### config.mk
export PLATFORM = sky130hd
export DESIGN_NAME = gpio_edge_bank
export DESIGN_NICKNAME = d
export VERILOG_FILES = /design/src/rtl/gpio_edge_pkg.sv /design/src/rtl/gpio_sync.sv /design/src/rtl/gpio_setclr_reg.sv /design/src/rtl/gpio_edge_status.sv /design/src/rtl/gpio_edge_bank.sv
export SDC_FILE = /design/constraint.sdc
export NUM_CORES = 1
export LEC_CHECK = 0
export BUFFER_PORTS_ARGS = -buffer_cell sky130_fd_sc_hd__buf_2
export CORE_ASPECT_RATIO = 2
export CORE_UTILIZATION = 62
export DETAILED_ROUTE_END_ITERATION = 16
export PLACE_DENSITY = 0.93
export REMOVE_ABC_BUFFERS = 1
export SLEW_MARGIN = 10
export SYNTH_ARGS = -nofsm -noshare
export SYNTH_HDL_FRONTEND = slang
export SYNTH_SLANG_ARGS = --single-unit
### constraint.sdc
create_clock -name clk -period 3 [get_ports clk]
set_input_delay 0.3 -clock clk [delete_from_list [all_inputs] [get_ports clk]]
set_output_delay 0.3 -clock clk [all_outputs]
set_load 0.1 [all_outputs]
### src/rtl/gpio_edge_pkg.sv
package gpio_edge_pkg;
   // readback addresses
   localparam logic [7:0] A_LEVEL    = 8'h00;
   localparam logic [7:0] A_DIR      = 8'h0C;
   localparam logic [7:0] A_RISE     = 8'h30;
   localparam logic [7:0] A_FALL     = 8'h3C;
   localparam logic [7:0] A_EDGE     = 8'h48;
   // paired set / clear addresses
   localparam logic [7:0] A_MASK_SET = 8'h9C;
   localparam logic [7:0] A_MASK_CLR = 8'hA8;
   localparam logic [7:0] A_DIR_SET  = 8'h54;
   localparam logic [7:0] A_DIR_CLR  = 8'h60;
   localparam logic [7:0] A_OUT_SET  = 8'h18;
   localparam logic [7:0] A_OUT_CLR  = 8'h24;
   localparam logic [7:0] A_FALL_SET = 8'h84;
   localparam logic [7:0] A_FALL_CLR = 8'h90;
   localparam logic [7:0] A_RISE_SET = 8'h6C;
   localparam logic [7:0] A_RISE_CLR = 8'h78;

   // index of each set/clear controlled register
   localparam int unsigned C_OUT  = 0;
   localparam int unsigned C_DIR  = 1;
   localparam int unsigned C_RISE = 2;
   localparam int unsigned C_FALL = 3;
   localparam int unsigned C_MASK = 4;
   localparam int unsigned N_CTRL = 5;
endpackage

### src/rtl/gpio_sync.sv
module gpio_sync #(
   parameter int unsigned W      = 32,
   parameter int unsigned STAGES = 2
) (
   input  logic         clk,
   input  logic         rst_n,
   input  logic [W-1:0] d,
   output logic [W-1:0] q
);
   logic [W-1:0] chain [STAGES];

   genvar s;
   generate
      for (s = 0; s < STAGES; s++) begin : g_stage
         if (s == 0) begin : g_first
            always_ff @(posedge clk or negedge rst_n) begin
               if (!rst_n) chain[0] <= '0;
               else        chain[0] <= d;
            end
         end else begin : g_next
            always_ff @(posedge clk or negedge rst_n) begin
               if (!rst_n) chain[s] <= '0;
               else        chain[s] <= chain[s-1];
            end
         end
      end
   endgenerate

   assign q = chain[STAGES-1];
endmodule

### src/rtl/gpio_setclr_reg.sv
module gpio_setclr_reg #(
   parameter int unsigned W = 32
) (
   input  logic         clk,
   input  logic         rst_n,
   input  logic         set_en,
   input  logic         clr_en,
   input  logic [W-1:0] bits,
   output logic [W-1:0] q
);
   always_ff @(posedge clk or negedge rst_n) begin
      if (!rst_n)      q <= '0;
      else if (set_en) q <= q | bits;
      else if (clr_en) q <= q & ~bits;
   end
endmodule

### src/rtl/gpio_edge_status.sv
module gpio_edge_status #(
   parameter int unsigned W = 32
) (
   input  logic         clk,
   input  logic         rst_n,
   input  logic [W-1:0] level,
   input  logic [W-1:0] rise_en,
   input  logic [W-1:0] fall_en,
   input  logic         clr_en,
   input  logic [W-1:0] clr_bits,
   output logic [W-1:0] status
);
   logic [W-1:0] level_d;
   logic [W-1:0] hit;

   always_ff @(posedge clk or negedge rst_n) begin
      if (!rst_n) level_d <= '0;
      else        level_d <= level;
   end

   always_comb begin
      hit = (level & ~level_d & rise_en) | (~level & level_d & fall_en);
   end

   // a fresh edge overrides a clear of the same bit
   always_ff @(posedge clk or negedge rst_n) begin
      if (!rst_n)      status <= '0;
      else if (clr_en) status <= (status & ~clr_bits) | hit;
      else             status <= status | hit;
   end
endmodule

### src/rtl/gpio_edge_bank.sv
module gpio_edge_bank
   import gpio_edge_pkg::*;
#(
   parameter int unsigned NPINS       = 32,
   parameter int unsigned AW          = 8,
   parameter int unsigned DW          = 32,
   parameter int unsigned SYNC_STAGES = 2
) (
   input  logic             clk,
   input  logic             rst_n,
   input  logic [AW-1:0]    bus_addr,
   input  logic             bus_we,
   input  logic [DW-1:0]    bus_wdata,
   output logic [DW-1:0]    bus_rdata,
   input  logic [NPINS-1:0] pin_in,
   output logic [NPINS-1:0] pin_out,
   output logic [NPINS-1:0] pin_oe,
   output logic             irq
);
   generate
      if (NPINS > DW || NPINS == 0) begin : g_bad_npins
         $error("gpio_edge_bank: NPINS must be 1..DW");
      end
      if (AW < 8) begin : g_bad_aw
         $error("gpio_edge_bank: AW must be at least 8");
      end
      if (SYNC_STAGES < 2) begin : g_bad_sync
         $error("gpio_edge_bank: SYNC_STAGES must be at least 2");
      end
   endgenerate

   localparam logic [AW-1:0] SET_ADDR [N_CTRL] = '{
      AW'(A_OUT_SET), AW'(A_DIR_SET), AW'(A_RISE_SET), AW'(A_FALL_SET), AW'(A_MASK_SET)};
   localparam logic [AW-1:0] CLR_ADDR [N_CTRL] = '{
      AW'(A_OUT_CLR), AW'(A_DIR_CLR), AW'(A_RISE_CLR), AW'(A_FALL_CLR), AW'(A_MASK_CLR)};

   logic [NPINS-1:0] wbits;
   logic [NPINS-1:0] ctrl_q [N_CTRL];
   logic [NPINS-1:0] level_sync;
   logic [NPINS-1:0] edge_status;
   logic [NPINS-1:0] irq_mask;
   logic             edge_clr;

   assign wbits = bus_wdata[NPINS-1:0];

   genvar c;
   generate
      for (c = 0; c < N_CTRL; c++) begin : g_ctrl
         gpio_setclr_reg #(.W(NPINS)) u_reg (
            .clk    (clk),
            .rst_n  (rst_n),
            .set_en (bus_we && bus_addr == SET_ADDR[c]),
            .clr_en (bus_we && bus_addr == CLR_ADDR[c]),
            .bits   (wbits),
            .q      (ctrl_q[c])
         );
      end
   endgenerate

   gpio_sync #(.W(NPINS), .STAGES(SYNC_STAGES)) u_sync (
      .clk   (clk),
      .rst_n (rst_n),
      .d     (pin_in),
      .q     (level_sync)
   );

   assign edge_clr = bus_we && bus_addr == AW'(A_EDGE);

   gpio_edge_status #(.W(NPINS)) u_edge (
      .clk      (clk),
      .rst_n    (rst_n),
      .level    (level_sync),
      .rise_en  (ctrl_q[C_RISE]),
      .fall_en  (ctrl_q[C_FALL]),
      .clr_en   (edge_clr),
      .clr_bits (wbits),
      .status   (edge_status)
   );

   assign pin_out  = ctrl_q[C_OUT];
   assign pin_oe   = ctrl_q[C_DIR];
   assign irq_mask = ctrl_q[C_MASK];
   assign irq      = |(edge_status & irq_mask);

   always_comb begin
      bus_rdata = '0;
      unique case (bus_addr)
         AW'(A_LEVEL): bus_rdata[NPINS-1:0] = level_sync;
         AW'(A_DIR):   bus_rdata[NPINS-1:0] = ctrl_q[C_DIR];
         AW'(A_RISE):  bus_rdata[NPINS-1:0] = ctrl_q[C_RISE];
         AW'(A_FALL):  bus_rdata[NPINS-1:0] = ctrl_q[C_FALL];
         AW'(A_EDGE):  bus_rdata[NPINS-1:0] = edge_status;
         default:      bus_rdata = '0;
      endcase
   end
endmodule

# --- After elaboration in Yosys (flattened, before gate mapping) ---
# Index checks and enable logic that the tools add are counted.
op_classes:
  add_sub_neg: 0
  n_mul: 0
  n_div: 0
  order_cmp: 0
  n_eq_ne: 14
  n_shift: 0
  n_mux: 12
  bitwise_logic: 22
  reduce_logical: 18
ops:
  columns: ["op", "count"]
  rows:
  - ["32-bit bitwise AND", 11]
  - ["32-bit two-way mux", 11]
  - ["32-bit OR", 8]
  - ["32-bit one-hot mux with 5 select lines", 1]
  - ["32-bit inverter", 3]
  - ["8-bit by 7-bit == test with 1-bit output (second input constant)", 5]
  - ["8-bit == test (second input constant)", 4]
  - ["32-bit OR reduction", 1]
  - ["8-bit by 6-bit == test with 1-bit output (second input constant)", 3]
  - ["1-bit logical AND", 11]
  - ["2-bit nonzero test", 5]
  - ["8-bit by 4-bit == test with 1-bit output (second input constant)", 1]
  - ["8-bit by 5-bit == test with 1-bit output (second input constant)", 1]
  - ["8-bit zero test", 1]
word_totals:
  regBits: 288
  latch_bits: 0
  mem_bits_rw: 0
  mem_bits_ro: 0
  elab_cells: 75
  memories: 0

# --- Logic depth before layout (Yosys ltp) ---
# Gate-level depths: netlist of the first run.
depth:
  depth_word: 6
  mapped_depth: 6
  mapped_depth_nobuf: 4

# --- By module ---
# Synthesis of the first run repeated with hierarchy kept, for this count alone.
hier_totals:
  cells_unflattened: 1008
  hier_area_um2: 12160.4
by_module_without_submodules:
  columns: ["mod", "instances", "cells_each", "area_per_inst_um2", "seq_area_each_um2"]
  rows:
  - ["gpio_setclr_reg", 5, 102, 1249.9, 800.8]
  - ["gpio_edge_status", 1, 195, 2706.3, 1601.5]
  - ["gpio_sync", 1, 96, 1841.8, 1601.5]
  - ["gpio_edge_bank", 1, 207, 1362.6, 0.0]

# --- Least setup slack after synthesis of the first run ---
# OpenSTA, ideal clock, no wires.
synth_path:
  kind: "input port to output port"
  startpoint: "in bus_addr[1]"
  endpoint: "out bus_rdata[10]"
  t_arrival_ps: 3355
  required_time_ps: 2700
  setup_slack_ps: -655
  stages: 5
  cell_sequence: "nor4bb_1 > clkbuf_1 > clkbuf_1 > a22oi_1 > o21ai_0"
synth_via:
  elab_chain_len: 2
  word_cells_on_any_way: 6
synth_lines:
  columns: ["item", "line", "rtl"]
  rows:
  - ["start, declared", "gpio_edge_bank.sv:11", "input logic [AW-1:0] bus_addr,"]
  - ["8-bit by 7-bit == test with 1-bit output, or another cell as far along", "gpio_edge_bank.sv:87", "unique case (bus_addr)"]
  - ["32-bit one-hot mux with 5 select lines (*)", "gpio_edge_bank.sv:87", null]
  - ["end, declared", "gpio_edge_bank.sv:14", "output logic [DW-1:0] bus_rdata,"]
# Mark *: on every way between the ends. The rest lies on a longest branch, timed or not.

# --- Final worst setup path of the first run ---
layout_path:
  startpoint: "reg u_edge.status[4]"
  endpoint: "out irq"
layout_via:
  elab_chain_len: 2
layout_lines:
  columns: ["item", "line", "rtl"]
  rows:
  - ["start, declared", "gpio_edge_status.sv:11", "output logic [W-1:0] status"]
  - ["start signal, assigned", "gpio_edge_status.sv:28", "else if (clr_en) status <= (status & ~clr_bits) | hit;"]
  - ["start signal, assigned", "gpio_edge_status.sv:29", "else status <= status | hit;"]
  - ["32-bit bitwise AND", "gpio_edge_bank.sv:83", "assign irq = |(edge_status & irq_mask);"]
  - ["32-bit OR reduction", "gpio_edge_bank.sv:83", null]
  - ["end, declared", "gpio_edge_bank.sv:18", "output logic irq"]
# Every way passes these cells.

==> results.py, run 1 <==
metrics = {
    "outcome": {
        "status": "finished clean",
    },
    "cells_and_area": {
        "nets": 1286,
        "drive_gt1_frac": 0.211,
        "design_area_um2": 14700,
        "syn2layout_area_growth_pct": 19.0,
    },
    "clocking": {
        "cts_tree": "built",
        "clkTransAtPathRegs_ns": 0.07,
        "clk_latency_ns": 0.52,
        "ctsResizeCount": 0,
        "post-cts-setup-buffer-count": 0,
        "root_buffer": "clkbuf_16",
        "ctsHoldBuffers": 33,
        "cts-htree-levels": 1,
        "clock-sinks": 288,
        "numCtsBuffers": 25,
        "clockBufferDepth": 3,
    },
    "synth": {
        "synth-seq-cells": 288,
        "synth_area_um2": 12300,
        "synth.most_common_cell": "dfrtp_1",
        "synth_common_cells": "dfrtp_1 (288), nand2_1 (225), a22o_1 (191)",
        "synth-main-ff-cell": "dfrtp_1",
        "synthArstFlopShare": 1.00,
        "synth_top_area_cell": "dfrtp_1",
        "synth_warnings": 0,
        "synth_top_area_frac": 0.585,
        "avgSynthCellArea_um2": 11.2,
        "synth.distinct_cells": 34,
        "syn_inst": 1100,
        "synth.top_cells.by_area": "dfrtp_1 (58%), a22o_1 (14%), nand2_1 (6.9%)",
        "synth_edf_count": 0,
        "yosysSeqAreaShare": 0.585,
    },
    "drt": {
        "dr_total_vias": 9928,
        "wl_um": 35600,
        "drtIter0Drc": 707,
        "wire_per_inst_um": 23.9,
        "via_per_inst": 6.68,
        "drc": 0,
        "drtAntennaViolNets": 0,
        "firstDrtPassIters": 6,
    },
    "hold_path": {
        "hold_path.class": "in -> reg",
    },
    "sta": {
        "tightest_slew_ns": 0.659,
        "clock_skew_ns": 0.00797,
        "maxSlewViolCount": 0,
        "whs_ns": 0.153,
        "fmax_ghz": 0.369,
        "setup_violations": 0,
        "finalCritPeriodShare": 0.904,
        "period_needed_ns": 2.71,
        "hold_viol_final": 0,
        "rsz0062_at_grt": "false",
        "slew_headroom": 0.561,
    },
    "place": {
        "placed_area_um2": 13500,
        "io_buffers": 171,
        "dpl.hpwl_um": 21800,
        "gp_congestion": 0.861,
    },
    "die": {
        "pin_count": 172,
        "fp.dieArea_um2": 20500,
        "core-area_um2": 19400,
        "start_util": 0.636,
        "fp.dieW_um": 102,
        "num_rows": 72,
        "die_y_um": 201,
    },
    "setup_path": {
        "timing_worst_setup_path_type": "reg -> out",
        "arrival_ns": 2.41,
        "critPathRequiredTime_ns": 2.70,
        "crit_path_start_kind": "register",
        "cp-end-kind": "primary output",
        "crit_fanout": 3,
    },
    "grt": {
        "grt_max_degree": 89,
        "grtUsageTotal": 0.360,
        "antenna_found_initial": 1,
        "grt_overflow": 0,
        "grt_pass1_vias": 10600,
        "grt_pass1_wl_um": 56000,
    },
    "job": {
        "max-cap-violations": 0,
    },
    "power_and_ir_drop": {
        "ir_worst_vdd_v": 0.000458,
        "leakage_nw": 6.66,
        "p_per_area_nw_per_um2": 614,
    },
}
## metrics by stage
| stage | setup slack (ns) | utilization | total power, mW | TNS (ns) | instances |
|---|---|---|---|---|---|
| after global placement | 0.468 | 0.698 | 5.65 | 0 | 1410 |
| after floorplan | -4.17 | - | 5.19 | -118.80 | 948 |
| after global routing | 0.310 | 0.757 | 9.23 | 0 | 1486 |
| after detailed placement | 0.403 | 0.698 | 5.70 | 0 | 1410 |
| after CTS | 0.341 | 0.757 | 8.99 | 0 | 1485 |
| final | 0.289 | 0.757 | 9.01 | 0 | 1486 |
## where the power goes
group	switching (mW)	total (mW)	internal, mW	leakage (nW)
Clock	1.42	3.30	1.88	0.407
Combinational	0.766	1.13	0.363	2.55
Sequential	0.351	4.58	4.23	3.71
## layer usage
layer  wire length, um  part of all wire  track usage  up-vias
li1                  -                 -            -     4125
met1             12100              0.34        0.419     4982
met2             18300              0.51        0.592      631
met3              2650             0.074       0.0587      190
met4              2630             0.074        0.262        0
met5                 0                 0            0        -
## cells in the final DEF, fill, tap and decap left out, types with 2 or more instances in the layout
master,count
dfrtp_1,288
nand2_1,225
a22o_1,191
buf_2,138
a22oi_1,80
o21ai_0,55
nand3b_1,36
buf_12,36
dlygate4sd3_1,33
a21o_1,32
buf_4,28
clkbuf_16,25
nor3_4,6
clkinv_2,6
o21ai_1,4
nand4_1,4
clkbuf_1,4
clkbuf_8,4
nor2_1,3
nor4_4,3
bufinv_16,3
nor4bb_4,2
or4_1,2
nand2b_1,2
nor3_2,2
## final timing paths
path                                          end                from  cells after the start  slack, ns
worst max-delay path                          irq    u_edge.status[4]                      4       0.29
worst min-delay path             u_edge.status[4]        bus_wdata[4]                      3       0.15
worst max register to register  u_edge.status[28]  u_edge.level_d[28]                      2       2.02
worst min register to register       u_sync.q[30]    u_sync.chain[62]                      0       0.35
max in group asynchronous            u_sync.q[23]               rst_n                      3       1.71
min in group asynchronous        u_sync.chain[51]               rst_n                      2       0.35
## cell families after synthesis
kind of cell    synth area share
flops                      0.585
compound gates             0.229
simple gates               0.115
buf+inv                   0.0712
## area by class of cell
cell class / count / area [um^2]
well taps: 259 / 324
flip-flops and latches: 288 / 7210
clock inverters: 9 / 120
multi-input cells: 660 / 4350
fillers: 1153 / 4700
clock buffers: 33 / 696
diodes: 1 / 2.50
repair buffers: 236 / 1970
## critical path, cell delays in order, from the launching register on
cell and delay, ns:
dfrtp_1 0.48, a22oi_1 0.29, nand4_1 0.21, or4_1 0.58
buf_2 0.32
Note: power is estimated with default switching activity, not from simulation.
==> run 2, diff against run 1 <==
--- a/config.mk
+++ b/config.mk
@@ -9,7 +9,7 @@
 export CORE_ASPECT_RATIO = 2
 export CORE_UTILIZATION = 62
 export DETAILED_ROUTE_END_ITERATION = 16
-export PLACE_DENSITY = 0.93
+export PLACE_DENSITY_LB_ADDON = 0.1
 export REMOVE_ABC_BUFFERS = 1
 export SLEW_MARGIN = 10
 export SYNTH_ARGS = -nofsm -noshare
==> run 2 against run 1 <==
Effect of this change: clock-buffer cell count shrank 1; wire length down 5.2%; worst hold slack lost 0.020 ns; non-clock buffer count is 6 higher; first-iteration DRC count decreased by 12%; sequential share of layout area is essentially flat.
==> results.py, run 2 (same netlist as run 1, synthesis figures left out) <==
metrics = {
    "drt": {
        "dr_total_vias": 9456,
        "drtIter0Drc": 621,
        "wl_um": 33700,
        "via_per_inst": 6.35,
        "wire_per_inst_um": 22.6,
        "drtAntennaViolNets": 0,
        "drc": 0,
        "firstDrtPassIters": 8,
    },
    "sta": {
        "whs_ns": 0.133,
        "hold_viol_final": 0,
        "maxSlewViolCount": 0,
        "tightest_slew_ns": 0.791,
        "clock_skew_ns": 0.00634,
        "period_needed_ns": 2.77,
        "finalCritPeriodShare": 0.922,
        "rsz0062_at_grt": "false",
        "setup_violations": 0,
        "fmax_ghz": 0.362,
        "slew_headroom": 0.465,
    },
    "clocking": {
        "clk_latency_ns": 0.53,
        "clock-sinks": 288,
        "ctsResizeCount": 0,
        "cts_tree": "built",
        "clkTransAtPathRegs_ns": 0.07,
        "root_buffer": "clkbuf_16",
        "cts-htree-levels": 1,
        "numCtsBuffers": 25,
        "clockBufferDepth": 3,
    },
    "cells_and_area": {
        "fillCellCount": 1316,
        "nets": 1292,
        "design_area_um2": 14700,
        "syn2layout_area_growth_pct": 19.1,
        "final_common_cell": "dfrtp_1",
        "final_cell_mix": "dfrtp_1 (288), nand2_1 (225), a22o_1 (191)",
        "n_antenna_cell": 0,
        "drive_gt1_frac": 0.214,
    },
    "die": {
        "pin_count": 172,
        "fp.dieArea_um2": 20500,
        "die_y_um": 201,
        "start_util": 0.636,
        "core-area_um2": 19400,
        "num_rows": 72,
        "fp.dieW_um": 102,
    },
    "grt": {
        "grt_pass1_vias": 9835,
        "antenna_found_initial": 1,
        "grt_overflow": 0,
        "grt_pass1_wl_um": 53200,
        "grtUsageTotal": 0.344,
        "grt_max_degree": 101,
    },
    "hold_path": {
        "hold_path.class": "in -> reg",
        "whs_endpoint": "u_edge.status[10]",
        "min_from": "bus_wdata[10]",
        "hold_depth": 3,
    },
    "setup_path": {
        "path_cells": "a22oi_1, nand4_1, or4_1, buf_2",
        "r2r_setup_slack_ns": 2.00,
        "worstRegToRegCells": 2,
        "crit_buf_inv": 1,
        "max_stage_delay_ns": 0.56,
        "r2r-start": "u_sync.q[28]",
        "critical-path-slowest-cell": "or4_1",
        "timing_worst_setup_path_type": "reg -> out",
        "reg2reg_to": "u_edge.status[28]",
        "arrival_ns": 2.47,
        "crit_path_start_kind": "register",
        "crit_fanout": 3,
        "critPathRequiredTime_ns": 2.70,
        "cp-end-kind": "primary output",
        "critPathTopFamily": "simple AND/OR/NAND/NOR gates",
    },
    "power_and_ir_drop": {
        "ir_worst_vdd_v": 0.000552,
        "leakage_nw": 6.66,
        "p_per_area_nw_per_um2": 600,
    },
    "job": {
        "max-cap-violations": 0,
    },
    "place": {
        "dpl.hpwl_um": 21400,
        "gp_congestion": 0.874,
        "io_buffers": 171,
        "placed_area_um2": 13600,
    },
    "outcome": {
        "status": "finished clean",
    },
}
-- run 2: cell count changes in the layout (fill, tap and decap cells not counted), sizes merged, moves of 2 or more --
| cell | change |
|---|---|
| buf | +6 |
| clkinv | -3 |
| clkinvlp | +2 |
| inv | +2 |
-- run 2: what timing repair did --
| action | CTS | global route |
|---|---|---|
| hold buffers | 33 | 0 |
| hold endpoints to repair | 125 | 0 |
| buffers inserted | 0 | 0 |
-- run 2: worst max path at each step --
stage / start / endpoint / depth (start not counted)
2_1_floorplan: bus_addr[0] / bus_rdata[0] / 3
3_3_place_gp: bus_addr[2] / bus_rdata[11] / 7
3_5_place_dp: bus_addr[2] / bus_rdata[13] / 7
4_1_cts: u_edge.status[4] / irq / 4
5_1_grt: bus_addr[2] / bus_rdata[26] / 7
6_report: u_edge.status[4] / irq / 4
-- run 2: per-stage QoR --
step                      cells  setup TNS, ns  setup slack (ns)  utilization  total power [mW]
after floorplan             948        -118.80             -4.17            -              5.19
after CTS                  1490              0             0.158        0.758              8.85
final                      1490              0             0.235        0.758              8.81
after global routing       1490              0             0.177        0.758              9.11
after detailed placement   1416              0             0.288        0.700              5.69
after global placement     1416              0             0.370        0.700              5.66
-- run 2: tightest hold or removal path: cells and delay by family --
family / cells / cell delay, ns
AOI/OAI and AO/OA: 1 / 0.10
buffers and inverters: 1 / 0.16
and+or+nand+nor: 1 / 0.07
-- run 2: cell type report --
type	count	area [um^2]	share of cell area
Multi-Input combinational cell	660	4350	0.297
Clock buffer	32	672	0.0458
Tap cell	259	324	0.0221
Timing Repair Buffer	242	2010	0.137
Sequential cell	288	7210	0.491
Clock inverter	9	108	0.00733
-- run 2: routing by layer --
layer,vias up,share of wire,global-route usage
li1,4147,-,-
met1,4765,0.36,0.418
met2,427,0.52,0.586
met3,117,0.059,0.0399
met4,0,0.054,0.190
met5,-,0,0
-- run 2: where the power goes --
group | switching (mW) | leakage [nW] | total (mW) | internal, mW
Clock | 1.39 | 0.378 | 3.14 | 1.75
Combinational | 0.754 | 2.58 | 1.12 | 0.363
Sequential | 0.318 | 3.71 | 4.54 | 4.23
Total | 2.46 | 6.66 | 8.81 | 6.34
==> run 3, diff against run 2 <==
--- a/config.mk
+++ b/config.mk
@@ -7,9 +7,9 @@
 export LEC_CHECK = 0
 export BUFFER_PORTS_ARGS = -buffer_cell sky130_fd_sc_hd__buf_2
 export CORE_ASPECT_RATIO = 2
-export CORE_UTILIZATION = 62
+export CORE_UTILIZATION = 52
 export DETAILED_ROUTE_END_ITERATION = 16
-export PLACE_DENSITY_LB_ADDON = 0.1
+export PLACE_DENSITY_LB_ADDON = 0.3
 export REMOVE_ABC_BUFFERS = 1
 export SLEW_MARGIN = 10
 export SYNTH_ARGS = -nofsm -noshare
==> constraint.sdc (replaced) <==
create_clock -name clk -period 2.5 [get_ports clk]
set_input_delay 0.25 -clock clk [delete_from_list [all_inputs] [get_ports clk]]
set_output_delay 0.25 -clock clk [all_outputs]
set_load 0.1 [all_outputs]
==> run 3 against run 2 <==
Effect of this change: worst setup slack got worse by 0.18 ns; register-to-register slack got worse by 0.50 ns; global-route usage fell by 6.7 points; clock-buffer cell count rose by 2; wire length fell by 0.80%; critical path depth did not move; clock power rose by 33%; worst hold slack got worse by 0.046 ns; die area rose by 19%; cell count rose by 2.0%.
==> results.py, run 3 (same netlist as run 1, synthesis figures left out) <==
metrics = {
    "setup_path": {
        "critPathRequiredTime_ns": 2.25,
        "timing_worst_setup_path_type": "reg -> out",
        "r2r-start": "u_sync.q[28]",
        "crit_path_start_kind": "register",
        "crit_fanout": 3,
        "critical-path-slowest-cell": "or4_4",
        "arrival_ns": 2.19,
        "path_cells": "a22oi_1, nand4_1, or4_4, buf_8",
        "critPathTopFamily": "simple AND/OR/NAND/NOR gates",
        "max_stage_delay_ns": 0.60,
        "crit_buf_inv": 1,
        "crit_start": "u_edge.status[19]",
        "cp-end-kind": "primary output",
    },
    "power_and_ir_drop": {
        "pwr-share-comb": 0.126,
        "leakage_nw": 6.77,
        "total_power_mw": 11.0,
        "switchingPower_mw": 3.02,
        "p_int_mw": 8.00,
        "seqPwrFrac": 0.495,
        "clockPowerShare": 0.379,
        "netSwitchingFraction": 0.274,
        "ir_worst_vdd_v": 0.000989,
        "p_per_area_nw_per_um2": 738,
    },
    "outcome": {
        "status": "finished clean",
    },
    "sta": {
        "setup_tns_ns": 0,
        "clock_skew_ns": 0.00479,
        "period_needed_ns": 2.44,
        "setup_violations": 0,
        "maxSlewViolCount": 0,
        "finalCritPeriodShare": 0.977,
        "fmax_ghz": 0.409,
        "slew_headroom": 0.526,
        "tightest_slew_ns": 0.710,
        "rsz0062_at_grt": "false",
        "hold_viol_final": 0,
    },
    "die": {
        "fp.dieW_um": 111,
        "num_rows": 79,
        "pin_count": 172,
        "fp.dieArea_um2": 24400,
        "die_y_um": 220,
        "core-area_um2": 23200,
        "start_util": 0.531,
    },
    "drt": {
        "wire_per_inst_um": 22.0,
        "wl_um": 33400,
        "wl_met1_um": 13200,
        "drtIter0Drc": 678,
        "via_per_inst": 6.15,
        "drc": 0,
        "dr_total_vias": 9352,
        "firstDrtPassIters": 7,
        "dr_wl_met2_um": 17600,
        "route.met3.wl_um": 1590,
        "drtAntennaViolNets": 0,
        "routed.top_layer": "met4",
    },
    "job": {
        "max-cap-violations": 0,
    },
    "clocking": {
        "clockBufferDepth": 3,
        "clock-sinks": 288,
        "root_buffer": "clkbuf_16",
        "clk_latency_ns": 0.53,
        "clkTransAtPathRegs_ns": 0.07,
        "numCtsBuffers": 25,
        "cts-htree-levels": 1,
        "cts_tree": "built",
    },
    "cells_and_area": {
        "n_antenna_cell": 0,
        "fillCellCount": 1768,
        "design_area_um2": 14900,
        "syn2layout_area_growth_pct": 21.2,
        "final_common_cell": "dfrtp_1",
        "nets": 1294,
        "drive_gt1_frac": 0.221,
        "final_cell_mix": "dfrtp_1 (288), nand2_1 (225), a22o_1 (191)",
    },
    "place": {
        "placed_area_um2": 13700,
        "io_buffers": 171,
        "dpl.hpwl_um": 21200,
        "gp_congestion": 0.812,
    },
    "grt": {
        "antenna_found_initial": 0,
        "grtUsageTotal": 0.277,
        "grt_pass1_wl_um": 52200,
        "grt_overflow": 0,
        "grt_pass1_vias": 9262,
        "grt_max_degree": 86,
    },
    "hold_path": {
        "hold_path.class": "in -> reg",
        "min_from": "bus_wdata[2]",
    },
}
-- run 3: metrics by stage --
stage | cells | hold slack, ns | utilization | setup slack (ns)
floorplan | 948 | -0.0456 | - | -4.57
global placement | 1441 | 0.290 | 0.590 | 0.198
detailed placement | 1441 | 0.288 | 0.590 | 0.167
CTS | 1520 | 0.0673 | 0.643 | 0.0220
global route | 1520 | 0.0930 | 0.643 | 0.00370
finish | 1520 | 0.0863 | 0.643 | 0.0580
-- run 3: routing by layer --
layer / vias up / GRT usage
li1: 4153 / -
met1: 4819 / 0.350
met2: 318 / 0.487
met3: 62 / 0.0308
met4: 0 / 0.108
met5: - / 0
-- run 3: final timing paths --
path / endpoint / slack, ns / cells after the start
max in group asynchronous: u_sync.chain[54] / 1.28 / 3
hold / removal: u_edge.status[2] / 0.09 / 3
hold reg to reg: u_sync.q[2] / 0.35 / 0
setup / recovery: irq / 0.06 / 4
setup reg to reg: u_edge.status[28] / 1.50 / 2
min in group asynchronous: u_sync.chain[37] / 0.26 / 2
-- run 3: area by class of cell --
class,count,area [um^2],share of cell area
multi-input cells,660,4360,0.292
flip-flops and latches,288,7210,0.482
clock buffers,34,729,0.0488
repair buffers,244,2140,0.143
well taps,283,354,0.0237
clock inverters,11,155,0.0104
-- run 3: worst reg2reg max path: stages, from the launching register on --
cell	delay, ns
dfrtp_1	0.43
and3b_1	0.20
a221o_1	0.25
-- run 3: timing repair --
item	4_1_cts	5_1_grt
hold buffers	33	0
setup buffers	1	0
endpoints found under the hold margin	112	0
resized for setup	4	0
endpoints found under the setup margin	1	0
-- run 3: power groups by stage --
stage / Combinational, mW / Clock, mW / Sequential (mW)
finish: 1.39 / 4.17 / 5.46
global route: 1.47 / 4.38 / 5.50
CTS: 1.40 / 4.24 / 5.46
detailed placement: 1.30 / 0 / 5.54
global placement: 1.28 / 0 / 5.54
floorplan: 0.486 / 0 / 5.74
